--- src/rtl/pid_band_pkg.sv ---
package pid_band_pkg;
  localparam int PID_BAND_BITS = 3;
  localparam int PID_NUM_BANDS = 1 << PID_BAND_BITS;

  typedef struct packed {
    logic                     sample;
    logic [PID_BAND_BITS-1:0] bandIdx;
    logic [PID_NUM_BANDS-1:0] bandHot;
  } pid_ctl_t;
endpackage

--- src/rtl/pid_band_ctl.sv ---
module pid_band_ctl
  import pid_band_pkg::*;
#(
  parameter int LOAD_W = 8
) (
  input  logic              clk,
  input  logic              rst,
  input  logic              sampleStb,
  input  logic [LOAD_W-1:0] loadCode,
  output pid_ctl_t          ctl
);
  always_comb begin
    ctl.sample  = sampleStb;
    ctl.bandIdx = loadCode[LOAD_W-1 -: PID_BAND_BITS];
    ctl.bandHot = '0;
    ctl.bandHot[ctl.bandIdx] = 1'b1;
  end

  // a strobe always carries exactly one selected band
  assert_one_band_R2: assert property (@(posedge clk) disable iff (rst)
    ctl.sample |-> ($countones(ctl.bandHot) == 1));
endmodule

--- src/rtl/pid_band_dp.sv ---
module pid_band_dp
  import pid_band_pkg::*;
#(
  parameter int ERR_W    = 10,
  parameter int FF_W     = 8,
  parameter int GAIN_W   = 8,
  parameter int DUTY_W   = 13,
  parameter int INT_W    = 16,
  parameter int INT_LIM  = 16000,
  parameter int KP       = 8,
  parameter int KI       = 4,
  parameter int KD       = 2,
  parameter int FF_SHIFT = 4
) (
  input  logic                     clk,
  input  logic                     rst,
  input  pid_ctl_t                 ctl,
  input  logic signed [ERR_W-1:0]  errIn,
  input  logic signed [FF_W-1:0]   ffIn,
  input  logic [GAIN_W-1:0]        ffGain,
  output logic [DUTY_W-1:0]        dutyOut
);
  localparam int SUM_W    = INT_W + GAIN_W + 2;
  localparam int DUTY_MAX = (1 << DUTY_W) - 1;

  logic signed [INT_W-1:0] integ [PID_NUM_BANDS];
  logic signed [ERR_W-1:0] prevErr;
  logic signed [SUM_W-1:0] errX, prevX, selX, intRaw, intSat;
  logic signed [SUM_W-1:0] pTerm, dTerm, ffTerm, total;
  logic [DUTY_W-1:0]       dutyNext;

  always_comb begin
    errX   = SUM_W'(errIn);
    prevX  = SUM_W'(prevErr);
    selX   = SUM_W'(integ[ctl.bandIdx]);
    intRaw = selX + errX * SUM_W'(KI);
    if (intRaw > SUM_W'(INT_LIM))       intSat = SUM_W'(INT_LIM);
    else if (intRaw < -SUM_W'(INT_LIM)) intSat = -SUM_W'(INT_LIM);
    else                                intSat = intRaw;
    pTerm  = errX * SUM_W'(KP);
    dTerm  = (errX - prevX) * SUM_W'(KD);
    ffTerm = (SUM_W'(ffIn) * $signed(SUM_W'(ffGain))) >>> FF_SHIFT;
    total  = pTerm + intSat + dTerm + ffTerm;
    if (total < 0)                        dutyNext = '0;
    else if (total > SUM_W'(DUTY_MAX))    dutyNext = DUTY_W'(DUTY_MAX);
    else                                  dutyNext = total[DUTY_W-1:0];
  end

  for (genvar g = 0; g < PID_NUM_BANDS; g++) begin : g_band
    always_ff @(posedge clk) begin
      if (rst)                                integ[g] <= '0;
      else if (ctl.sample && ctl.bandHot[g])  integ[g] <= INT_W'(intSat);
    end

    // an integrator not selected on a strobe keeps its value
    assert_hold_R3: assert property (@(posedge clk) disable iff (rst)
      !(ctl.sample && ctl.bandHot[g]) |=> $stable(integ[g]));
    // stored integrator never leaves its saturation window
    assert_int_limit_R4: assert property (@(posedge clk) disable iff (rst)
      (integ[g] <= INT_W'(INT_LIM)) && (integ[g] >= -INT_W'(INT_LIM)));
  end

  always_ff @(posedge clk) begin
    if (rst) begin
      prevErr <= '0;
      dutyOut <= '0;
    end else if (ctl.sample) begin
      prevErr <= errIn;
      dutyOut <= dutyNext;
    end
  end

  // without a strobe the command holds
  assert_duty_hold_R9: assert property (@(posedge clk) disable iff (rst)
    !ctl.sample |=> $stable(dutyOut));
  // reset clears output and derivative history on the next edge
  assert_clear_R10: assert property (@(posedge clk)
    rst |=> (dutyOut == '0) && (prevErr == '0));
endmodule

--- src/rtl/pid_band_comp.sv ---
module pid_band_comp
  import pid_band_pkg::*;
#(
  parameter int ERR_W    = 10,
  parameter int LOAD_W   = 8,
  parameter int FF_W     = 8,
  parameter int GAIN_W   = 8,
  parameter int DUTY_W   = 13,
  parameter int INT_W    = 16,
  parameter int INT_LIM  = 16000,
  parameter int KP       = 8,
  parameter int KI       = 4,
  parameter int KD       = 2,
  parameter int FF_SHIFT = 4
) (
  input  logic              clk,
  input  logic              rst,
  input  logic              sampleStb,
  input  logic [ERR_W-1:0]  errIn,
  input  logic [LOAD_W-1:0] loadCode,
  input  logic [FF_W-1:0]   ffIn,
  input  logic [GAIN_W-1:0] ffGain,
  output logic [DUTY_W-1:0] dutyOut
);
  pid_ctl_t ctl;

  pid_band_ctl #(.LOAD_W(LOAD_W)) i_ctl (
    .clk(clk), .rst(rst), .sampleStb(sampleStb), .loadCode(loadCode), .ctl(ctl)
  );

  pid_band_dp #(
    .ERR_W(ERR_W), .FF_W(FF_W), .GAIN_W(GAIN_W), .DUTY_W(DUTY_W),
    .INT_W(INT_W), .INT_LIM(INT_LIM), .KP(KP), .KI(KI), .KD(KD),
    .FF_SHIFT(FF_SHIFT)
  ) i_dp (
    .clk(clk), .rst(rst), .ctl(ctl),
    .errIn($signed(errIn)), .ffIn($signed(ffIn)), .ffGain(ffGain),
    .dutyOut(dutyOut)
  );
endmodule

--- config.mk ---
export PLATFORM = sky130hd
export DESIGN_NAME = pid_band_comp
export DESIGN_NICKNAME = d
export VERILOG_FILES = /design/src/rtl/pid_band_pkg.sv /design/src/rtl/pid_band_ctl.sv /design/src/rtl/pid_band_dp.sv /design/src/rtl/pid_band_comp.sv
export SDC_FILE = /design/constraint.sdc
export NUM_CORES = 1
export LEC_CHECK = 0
export CAP_MARGIN = 40
export CELL_PAD_IN_SITES_DETAIL_PLACEMENT = 0
export CELL_PAD_IN_SITES_GLOBAL_PLACEMENT = 1
export CORE_ASPECT_RATIO = 1.75
export CORE_MARGIN = 4
export CORE_UTILIZATION = 45
export CTS_CLUSTER_DIAMETER = 50
export CTS_CLUSTER_SIZE = 40
export DETAILED_ROUTE_END_ITERATION = 6
export GPL_TIMING_DRIVEN = 1
export PLACE_DENSITY = 0.83
export SYNTH_ARGS = -nofsm -noshare
export SYNTH_HDL_FRONTEND = slang
export SYNTH_SLANG_ARGS = --single-unit
--- constraint.sdc ---
create_clock -name clk -period 9 [get_ports clk]
set_clock_uncertainty 0.05 [all_clocks]
set_input_delay 0.9 -clock clk [delete_from_list [all_inputs] [get_ports clk]]
set_output_delay 0.9 -clock clk [all_outputs]
set_load 0.01 [all_outputs]
==> flow_metrics.py <==
metrics = {
    "run_status": {
        "status": "completed",
    },
    "layout": {
        "area_growth_pct": 14.1,
        "regArea_mm2": 0.00430,
        "fill_cells": 2289,
        "post_route_cells_drive_above_1_share_pct": 14.8,
        "diodes": 0,
        "layout.nets": 1320,
        "multi_input_area_mm2": 0.00665,
    },
    "clocking": {
        "cts_setup_buffers": 0,
        "cts-root-buf": "clkbuf_16",
        "insertion_delay_ns": 0.44,
        "cts_tree": "yes",
        "ctsHtreeMaxLevel": 4,
        "clk_pin_slew_ns": 0.06,
        "cts_buffer_depth": 2,
        "cts_num_sinks": 151,
        "cts_made_buffers": 17,
    },
    "yosys": {
        "synth-edff-count": 128,
        "syn_area_per_cell_um2": 10.9,
        "synth.net_count": 1247,
        "synth-seq-area-share_pct": 37.2,
        "yosysUniqueCellTypes": 61,
        "synth_flop_cell": "edfxtp_1",
        "synth-seq-cells": 151,
        "synth_warnings": 0,
        "async_flop_share_pct": 0,
        "syn_area_mm2": 0.0116,
        "netlist_instances": 1060,
    },
    "timing": {
        "fin_setup_tns_ns": 0,
        "fin_crit_sh_pct": 94.1,
        "slew_headroom_pct": 40.2,
        "worstMarginPinSlew_ns": 0.872,
        "fmax_mhz": 118,
        "min_period_ns": 8.47,
        "setup_viol": 0,
        "hold_viol_final": 0,
        "finalMaxSlewViolations": 0,
        "rsz0062_at_grt": "no",
    },
    "route": {
        "wl_um": 29600,
        "drtPass1Iterations": 5,
        "num_vias": 8474,
        "via_per_inst": 5.80,
        "dr.first_iter.drc_count": 684,
        "wire_per_inst_um": 20.3,
        "drc": 0,
        "postRouteAntennaNets": 0,
    },
    "power": {
        "switching_power_w": 0.00194,
        "swShare_pct": 44.1,
        "power.internal_w": 0.00246,
        "pwr-share-clk_pct": 15.2,
        "irDropWorstVdd_mv": 0.170,
        "seq_power_share_pct": 19.3,
        "p_leak_nw": 5.53,
        "power_density_mw_per_mm2": 334,
        "comb_power_share_pct": 65.5,
        "power_w": 0.00440,
    },
    "setup_path": {
        "startpoint_type": "input port",
        "cp.required_ns": 9.28,
        "crit_fanout": 13,
        "rr_worst_depth": 25,
        "slowest_delay_ns": 0.57,
        "slowest_stage": "fa_1",
        "worstPathArrival_ns": 8.75,
        "worstSetupPathType": "input port to flip-flop",
        "end_kind": "flip-flop",
        "r2r_end": "i_dp.dutyOut[6]",
        "r2r_setup_slack_ns": 1.30,
        "rr_startpoint": "i_dp.integ[4][2]",
        "cpMostUsedCell": "fa_1",
    },
    "min_path": {
        "hold_path_startpoint": "i_dp.prevErr[4]",
        "min_path_type": "flip-flop to flip-flop",
        "hold_end": "i_dp.prevErr[4]",
        "whs_path_depth": 2,
    },
    "floorplanning": {
        "dieArea_mm2": 0.0284,
        "start_util_pct": 45.6,
        "die_h_um": 220,
        "die_w_um": 129,
        "io_pins": 50,
        "num_rows": 77,
        "core_mm2": 0.0253,
    },
    "grt": {
        "antenna_found_initial": 0,
        "gr-total-overflow": 0,
        "track_usage_pct": 21.8,
        "grt_pass1_vias": 9099,
        "grt_max_degree": 64,
        "grt_pass1_wl_um": 47000,
    },
    "placed_design": {
        "io_buffers": 44,
        "gp_congestion": 0.869,
        "hpwl_um": 22400,
    },
    "run": {
        "max_cap_violations": 0,
    },
}
## critical path, delay by kind of cell
kind            cells  cell delay, ns
simple gates        5            0.94
buf+inv             5            1.05
xor+xnor            1            0.17
fa+ha+maj           8            3.69
compound gates     10            2.00
## flip-flops by register name, summed over array words and instances, names as in the netlist
name and flops:
i_dp.dutyOut 13, i_dp.integ 128, i_dp.prevErr 10
## layout by cell type (no fill, tap or decap), types with 8 or more instances in the layout
master / synthesis / routed
mux4_2: 33 / 33
nor3_1: 53 / 53
o21a_1: 17 / 17
nand2_1: 52 / 52
nor3b_1: 9 / 9
o221a_2: 13 / 13
and3_1: 10 / 10
mux2i_1: 12 / 12
fa_1: 65 / 65
and2_1: 42 / 42
nand2b_1: 15 / 15
edfxtp_1: 128 / 128
nor2b_1: 8 / 8
ha_1: 85 / 85
dfxtp_1: 23 / 23
nand3_1: 11 / 11
xor2_1: 16 / 16
mux2_2: 16 / 16
inv_1: 109 / 109
xnor2_1: 23 / 23
a21o_1: 19 / 19
clkbuf_16: 0 / 17
o21bai_1: 8 / 8
buf_4: 0 / 59
o31ai_1: 10 / 10
o21ai_0: 15 / 15
o211ai_1: 13 / 13
a21oi_1: 63 / 63
nor2_1: 86 / 86
clkdlybuf4s50_1: 0 / 42
## cell families (layout without fill, tap and decap cells)
family,after synthesis,after routing,share of synthesized area [%]
adders and majority gates,150,150,20.5
xor gates and xnor gates,39,39,2.95
buffers and inverters,159,244,5.29
muxes,61,61,9.03
DFF,151,151,37.2
and+or+nand+nor,302,302,12.9
AOI/OAI and AO/OA,198,198,12.1
## synth_stat cells, types with 3 or more instances
library cell	instances	area, um^2
a211o_1	3	26.3
a211oi_1	4	30.0
a21o_1	19	143
a21oi_1	63	315
a31o_2	4	35.0
a31oi_1	4	25.0
and2_1	42	263
and3_1	10	62.6
and4_1	3	26.3
buf_1	12	45.0
buf_2	12	60.1
clkbuf_1	26	97.6
dfxtp_1	23	460
edfxtp_1	128	3840
fa_1	65	1300
ha_1	85	1060
inv_1	109	409
mux2_2	16	180
mux2i_1	12	120
mux4_2	33	743
nand2_1	52	195
nand2b_1	15	93.8
nand3_1	11	55.1
nor2_1	86	323
nor2b_1	8	50.1
nor3_1	53	265
nor3b_1	9	67.6
o211ai_1	13	97.6
o21a_1	17	128
o21ai_0	15	75.1
o21bai_1	8	60.1
o221a_2	13	146
o31a_1	4	35.0
o31ai_1	10	75.1
or2_2	4	25.0
or3_1	3	18.8
xnor2_1	23	201
xor2_1	16	140
## power by group through the flow
stage          clock network [W]  registers, W  logic [W]
5_1_grt                 0.000708      0.000854    0.00325
2_1_floorplan                  0      0.000866    0.00206
4_1_cts                 0.000679      0.000849    0.00291
3_3_place_gp                   0      0.000862    0.00284
6_report                0.000671      0.000849    0.00288
3_5_place_dp                   0      0.000863    0.00289
## stage by stage
step           utilization, %  area [um^2]  hold WS [ns]  instances  setup WS (ns)
6_report                 52.1        13200         0.447       1461          0.533
5_1_grt                  52.1        13200         0.476       1461         0.0584
4_1_cts                  52.0        13200         0.452       1461          0.418
3_5_place_dp             49.9        12600         0.436       1430        -0.0268
3_3_place_gp             49.8        12600         0.422       1428         0.0436
2_1_floorplan               -        11600         0.410       1060          0.362
## layer usage
metal | vias up | part of all wire, % | track usage [%]
met5 | - | 0 | 0
met4 | 0 | 4.1 | 9.92
met3 | 81 | 3.1 | 2.93
met2 | 197 | 59 | 43.7
met1 | 4235 | 34 | 21.4
li1 | 3961 | - | -
## worst max path at each step
stage,start,end,slack [ns],cells after the start
6_report,ffGain[0],i_dp.dutyOut[6],0.53,29
5_1_grt,ffGain[2],i_dp.dutyOut[6],0.06,31
4_1_cts,ffGain[2],i_dp.dutyOut[6],0.42,32
3_5_place_dp,ffGain[2],i_dp.dutyOut[6],-0.03,32
3_3_place_gp,ffGain[0],i_dp.dutyOut[5],0.04,28
2_1_floorplan,loadCode[5],i_dp.dutyOut[10],0.36,30
## timing repair
item / 4_1_cts / 5_1_grt
hold buffers: 0 / 0
setup endpoints to repair: 0 / 1
gates resized for setup: 0 / 1
## cell type report
type | count | area share (%)
clock buffers | 17 | 3.22
inverters | 109 | 3.10
well taps | 316 | 3.00
clock inverters | 14 | 0.901
repair buffers | 104 | 6.73
multi-input cells | 750 | 50.4
flip-flops and latches | 151 | 32.6
Note: power is estimated with default switching activity, not from simulation.
